### config.mk
export PLATFORM = sky130hd
export DESIGN_NAME = prbs_pattern_gen
export DESIGN_NICKNAME = d
export VERILOG_FILES = /design/src/rtl/prbs_gen_pkg.sv /design/src/rtl/prbs_cfg_sel.sv /design/src/rtl/prbs_tap_fb.sv /design/src/rtl/prbs_seed_prep.sv /design/src/rtl/prbs_zero_guard.sv /design/src/rtl/prbs_pattern_gen.sv
export SDC_FILE = /design/constraint.sdc
export NUM_CORES = 1
export LEC_CHECK = 0
export BUFFER_PORTS_ARGS = -buffer_cell sky130_fd_sc_hd__buf_2
export CAP_MARGIN = 20
export CELL_PAD_IN_SITES_DETAIL_PLACEMENT = 1
export CELL_PAD_IN_SITES_GLOBAL_PLACEMENT = 1
export CORE_UTILIZATION = 40
export CTS_CLUSTER_DIAMETER = 200
export DETAILED_ROUTE_END_ITERATION = 8
export MAX_ROUTING_LAYER = met4
export PLACE_DENSITY = 0.81
export SLEW_MARGIN = 5
export SYNTH_ARGS = -nofsm -noshare
export SYNTH_HDL_FRONTEND = slang
export SYNTH_HIERARCHICAL = 1
export SYNTH_SLANG_ARGS = --single-unit
### constraint.sdc
create_clock -name clk -period 2.21 [get_ports clk]
set_input_delay 0.1105 -clock clk [delete_from_list [all_inputs] [get_ports clk]]
set_output_delay 0.1105 -clock clk [all_outputs]
set_load 0.005 [all_outputs]
### src/rtl/prbs_gen_pkg.sv
package prbs_gen_pkg;
    localparam int unsigned QRSS_LEN = 20;
    localparam int unsigned QRSS_TAP = 17;
    localparam int unsigned QRSS_RUN = 14;
endpackage

### src/rtl/prbs_cfg_sel.sv
module prbs_cfg_sel #(
    parameter int unsigned SEL_W = 5
) (
    input  logic [SEL_W-1:0] len_sel,
    input  logic [SEL_W-1:0] tap_sel,
    input  logic             rep_mode,
    input  logic             qrss_en,
    output logic [SEL_W-1:0] len_idx,
    output logic [SEL_W-1:0] tap_idx,
    output logic             rep_eff
);
    import prbs_gen_pkg::*;
    localparam logic [SEL_W-1:0] Q_LEN_IDX = SEL_W'(QRSS_LEN - 1);
    localparam logic [SEL_W-1:0] Q_TAP_IDX = SEL_W'(QRSS_TAP - 1);

    always_comb begin
        if (qrss_en) begin
            len_idx = Q_LEN_IDX;
            tap_idx = Q_TAP_IDX;
            rep_eff = 1'b0;
        end else begin
            len_idx = len_sel;
            tap_idx = tap_sel;
            rep_eff = rep_mode;
        end
    end
endmodule

### src/rtl/prbs_tap_fb.sv
module prbs_tap_fb #(
    parameter int unsigned W     = 32,
    parameter int unsigned SEL_W = 5
) (
    input  logic [W-1:0]     sr,
    input  logic [SEL_W-1:0] len_idx,
    input  logic [SEL_W-1:0] tap_idx,
    input  logic             rep_eff,
    output logic             raw_bit,
    output logic             fb_bit
);
    always_comb begin
        raw_bit = sr[len_idx];
        fb_bit  = rep_eff ? raw_bit : (raw_bit ^ sr[tap_idx]);
    end
endmodule

### src/rtl/prbs_seed_prep.sv
module prbs_seed_prep #(
    parameter int unsigned W     = 32,
    parameter int unsigned SEL_W = 5
) (
    input  logic [W-1:0]     seed,
    input  logic [SEL_W-1:0] len_idx,
    input  logic             rep_eff,
    input  logic             qrss_en,
    output logic [W-1:0]     load_val
);
    import prbs_gen_pkg::*;
    localparam logic [W-1:0] Q_FILL = W'((64'd1 << QRSS_LEN) - 64'd1);

    logic [W-1:0] len_mask;
    logic [W-1:0] trunc;

    always_comb begin
        for (int k = 0; k < int'(W); k++) begin
            len_mask[k] = (k <= int'(len_idx));
        end
        trunc = seed & len_mask;
        if (qrss_en) begin
            load_val = Q_FILL;
        end else if (!rep_eff && (trunc == '0)) begin
            load_val = W'(1);
        end else begin
            load_val = trunc;
        end
    end
endmodule

### src/rtl/prbs_zero_guard.sv
module prbs_zero_guard #(
    parameter int unsigned W = 32
) (
    input  logic [W-1:0] sr,
    input  logic         raw_bit,
    input  logic         qrss_en,
    output logic         dout
);
    import prbs_gen_pkg::*;
    localparam int unsigned HI = QRSS_LEN - 2;
    localparam int unsigned LO = QRSS_LEN - 1 - QRSS_RUN;

    logic quiet_ahead;

    always_comb begin
        quiet_ahead = (sr[HI:LO] == '0);
        dout        = raw_bit | (qrss_en & quiet_ahead);
    end
endmodule

### src/rtl/prbs_pattern_gen.sv
module prbs_pattern_gen #(
    parameter int unsigned W     = 32,
    parameter int unsigned SEL_W = $clog2(W)
) (
    input  logic             clk,
    input  logic             rst,
    input  logic             en,
    input  logic             ld,
    input  logic [SEL_W-1:0] len_sel,
    input  logic [SEL_W-1:0] tap_sel,
    input  logic             rep_mode,
    input  logic             qrss_en,
    input  logic [W-1:0]     seed,
    output logic             dout
);
    import prbs_gen_pkg::*;

    typedef struct packed {
        logic [W-1:0] sr;
    } gen_state_t;

    gen_state_t       st_d, st_q;
    logic [SEL_W-1:0] len_idx, tap_idx;
    logic             rep_eff, raw_bit, fb_bit;
    logic [W-1:0]     load_val;

    prbs_cfg_sel #(.SEL_W(SEL_W)) u_cfg (
        .len_sel(len_sel), .tap_sel(tap_sel), .rep_mode(rep_mode),
        .qrss_en(qrss_en), .len_idx(len_idx), .tap_idx(tap_idx),
        .rep_eff(rep_eff)
    );

    prbs_tap_fb #(.W(W), .SEL_W(SEL_W)) u_fb (
        .sr(st_q.sr), .len_idx(len_idx), .tap_idx(tap_idx),
        .rep_eff(rep_eff), .raw_bit(raw_bit), .fb_bit(fb_bit)
    );

    prbs_seed_prep #(.W(W), .SEL_W(SEL_W)) u_seed (
        .seed(seed), .len_idx(len_idx), .rep_eff(rep_eff),
        .qrss_en(qrss_en), .load_val(load_val)
    );

    prbs_zero_guard #(.W(W)) u_guard (
        .sr(st_q.sr), .raw_bit(raw_bit), .qrss_en(qrss_en), .dout(dout)
    );

    always_comb begin
        st_d = st_q;
        if (ld) begin
            st_d.sr = load_val;
        end else if (en) begin
            st_d.sr = {st_q.sr[W-2:0], fb_bit};
        end
    end

    always_ff @(posedge clk or posedge rst) begin
        if (rst) begin
            st_q.sr <= '1;
        end else begin
            st_q <= st_d;
        end
    end

    // Output zero-run counter used only by the R8 property
    logic [4:0] zrun_q;
    always_ff @(posedge clk or posedge rst) begin
        if (rst) begin
            zrun_q <= '0;
        end else if (ld || !qrss_en) begin
            zrun_q <= '0;
        end else if (en) begin
            if (dout) zrun_q <= '0;
            else if (zrun_q != 5'd31) zrun_q <= zrun_q + 5'd1;
        end
    end

    a_r6_hold: assert property (@(posedge clk) disable iff (rst)
        (!en && !ld) |=> $stable(st_q.sr));

    a_r2_shift: assert property (@(posedge clk) disable iff (rst)
        (en && !ld) |=> (st_q.sr[W-1:1] == $past(st_q.sr[W-2:0])));

    a_r2_prbs_fb: assert property (@(posedge clk) disable iff (rst)
        (en && !ld && !rep_mode && !qrss_en) |=>
        (st_q.sr[0] == ($past(st_q.sr[len_sel]) ^ $past(st_q.sr[tap_sel]))));

    a_r3_rep_fb: assert property (@(posedge clk) disable iff (rst)
        (en && !ld && rep_mode && !qrss_en) |=>
        (st_q.sr[0] == $past(st_q.sr[len_sel])));

    a_r5_nonzero_seed: assert property (@(posedge clk) disable iff (rst)
        (ld && !qrss_en && !rep_mode) |=> (st_q.sr != '0));

    a_r4_qrss_fill: assert property (@(posedge clk) disable iff (rst)
        (ld && qrss_en) |=> (st_q.sr[QRSS_LEN-1:0] == '1));

    a_r8_zero_run: assert property (@(posedge clk) disable iff (rst)
        zrun_q <= 5'(QRSS_RUN));
endmodule

==> out/metrics.cfg <==
[run_status]
outcome=finished, violations left
violations=setup timing

[worst_setup_path]
critPathTopFamily=multiplexers
endpoint_kind=output pin
crit_path_cell_trace=mux4_2 > mux4_2 > mux2_4 > a41o_1 > buf_2
rrSetupSlack_ps=-90
crit_slowest_cell=mux4_2
r2r-end=st_q[0]
crit_path_max_fanout=2
slowest_delay_ps=490
ff2ff_path_depth=7
cp.required_ps=2100
critPathKind=reg -> out
crit_buf_inv=1
crit_top_cell=mux4_2
crit_path_start_kind=flip-flop
rr_startpoint=st_q[27]
worstPathArrival_ps=2280

[cts]
root_buffer=clkbuf_8
cts_sinks=32
cts_tree=yes
insertion_delay_ps=280
htreeDepth=2
clk_pin_slew_ps=60
cts_inserted_buffers=5
cts_buffer_depth=2

[sta]
setup_ws_ps=-179
rsz0062_at_grt=true
tightest_slew_ps=582
post-route-period-util_pct=108
fmax_ghz=0.419
slew_headroom_pct=61.2
skew_ps=6.29
finalHoldViolations=0
slew_violations=0
setup_viol=2
period_needed_ps=2390

[finish]
drive_above_1_share_pct=45.1
top_regs=st_q: 32 flops
max_flop_register=st_q
finalNetCount=434
insertedDiodeCount=0
largest_register_ffs=32
seq_area_um2=841
multi_input_area_mm2=0.00193
syn_to_final_growth_pct=22.7
nFillCells=865

[logic_synthesis]
syn_area_mm2=0.00299
ys_seq_elements=32
yosysUniqueCellTypes=53
seq_area_frac_synth_pct=28.2
ys.flop_type=dfstp_2
synth_fp_nets=355
synth_edf_count=0
synth.yosys.warnings=6
synth_top_cell_by_area=dfstp_2
syn_avg_cell_area_um2=9.72
yosysTopAreaCellShare_pct=28.2
synthArstFlopShare_pct=100
synthTopCellsByArea=dfstp_2, mux4_2, mux2i_1
synth_cells=307

[floorplan]
fp.coreArea_mm2=0.00721
row_count=31
dieWidth_um=88.4
num_io_pins=49
dieArea_mm2=0.00781
start_util_pct=41.4
die_h_um=88.4

[power]
leakage_uw=0.00162
power_uw=1840
powerDensity_mw_per_mm2=503
vdd_drop_max_v=0.000257

[routing]
drc=0
drtIter0Drc=257
finalWirelength_um=10400
vias=2869
vias_per_cell=5.92
drt-wirelength-per-cell_um=21.5
antenna_left=0
dr.pass1.iters=5

[global_route]
antenna_found_initial=0
grt_pass1_vias=3067
overflow=0
grt_pass1_wl_um=16600
grtUsageTotal_pct=29.9
grt_max_degree=65

[placed_design]
pre_cts_ws_ps=-212
routabilityCongestion=0.993
portBuffers=48
dp_hpwl_um=7860

[flow_run]
max_cap_viol_count=0

[min_path]
hp-class=in -> async

## through the flow
step | hold WS, ps | TNS [ps] | cell area [um2] | instances | util [%]
2_1_floorplan | 283 | 0 | 2990 | 307 | -
3_3_place_gp | 464 | -216 | 3510 | 471 | 48.6
3_5_place_dp | 476 | -372 | 3510 | 471 | 48.6
4_1_cts | 186 | -172 | 3660 | 485 | 50.8
5_1_grt | 209 | -366 | 3660 | 485 | 50.8
6_report | 201 | -265 | 3660 | 485 | 50.8
## synthesized netlist by cell type, types with 7 or more instances
master    count
and3_1        9
o21ai_1      30
nor2b_1       8
mux4_2       19
buf_2        11
o21ai_0      13
dfstp_2      32
nand2b_1      8
nand2_1      43
nor2_1        7
mux2i_1      34
a21o_1       15
## power by group
group	internal (uW)	leakage [uW]	total (uW)	switching [uW]
combinational	312	0.00123	616	304
clock	277	0.0000503	484	207
sequential	678	0.000334	745	66.2
total	1270	0.00162	1840	577
## what timing repair did
| item | 4_1_cts | 5_1_grt |
|---|---|---|
| hold buffers | 0 | 0 |
| gates resized for setup | 2 | 0 |
| pin swaps | 0 | 0 |
| endpoints found under the setup margin | 1 | 2 |
| buffers inserted | 7 | 0 |
## logic make-up (layout without fill, tap and decap cells)
kind of cell | Yosys count | in the layout | share of synthesized area [%]
and+or+nand+nor | 100 | 100 | 17.7
AOI/OAI and AO/OA | 89 | 89 | 19.6
muxes | 55 | 55 | 26.5
DFF | 32 | 32 | 28.2
buffers and inverters | 29 | 108 | 7.38
adders and majority gates | 1 | 1 | 0.335
xor gates and xnor gates | 1 | 1 | 0.293
## cell type report
| type | instances | share of cell area (%) |
|---|---|---|
| multi-input combinational | 246 | 52.7 |
| sequential | 32 | 23.0 |
| timing repair buffer | 100 | 18.2 |
| tap | 99 | 3.38 |
| clock buffer | 7 | 2.63 |
| inverter | 1 | 0.102 |
## worst max path at each step
stage / start / to / depth (start not counted)
2_1_floorplan: qrss_en / st_q[0] / 9
3_3_place_gp: qrss_en / st_q[0] / 9
3_5_place_dp: qrss_en / st_q[0] / 10
4_1_cts: st_q[27] / dout / 5
5_1_grt: st_q[27] / dout / 5
6_report: st_q[27] / dout / 5
## tightest hold or removal path: cells and delay by family
| kind | cells | cell delay, ps |
|---|---|---|
| buffers and inverters | 3 | 500 |
## routing by layer
layer,track usage [%],up-vias,part of all wire [%],routed length (um)
li1,-,1301,-,-
met1,37.5,1372,42,4410
met2,48.4,160,47,4900
met3,4.01,36,6.6,686
met4,12.9,0,4.1,431
met5,-,-,0,0
## cell usage in the layout, fill, tap and decap left out, drive strengths merged, types with 2 or more instances in the layout
| master | n |
|---|---|
| buf | 100 |
| o21ai | 46 |
| nand2 | 43 |
| mux2i | 34 |
| dfstp | 32 |
| mux4 | 19 |
| a21o | 15 |
| and3 | 9 |
| nor2b | 8 |
| nand2b | 8 |
| or2 | 8 |
| clkbuf | 7 |
| nor2 | 7 |
| o211ai | 5 |
| a21oi | 4 |
| a31o | 3 |
| a211o | 3 |
| nor4 | 3 |
| nor3b | 2 |
| or2b | 2 |
| and2 | 2 |
| nand4 | 2 |
| and4 | 2 |
| mux2 | 2 |
| o41ai | 2 |
Note: power is estimated with default switching activity, not from simulation.
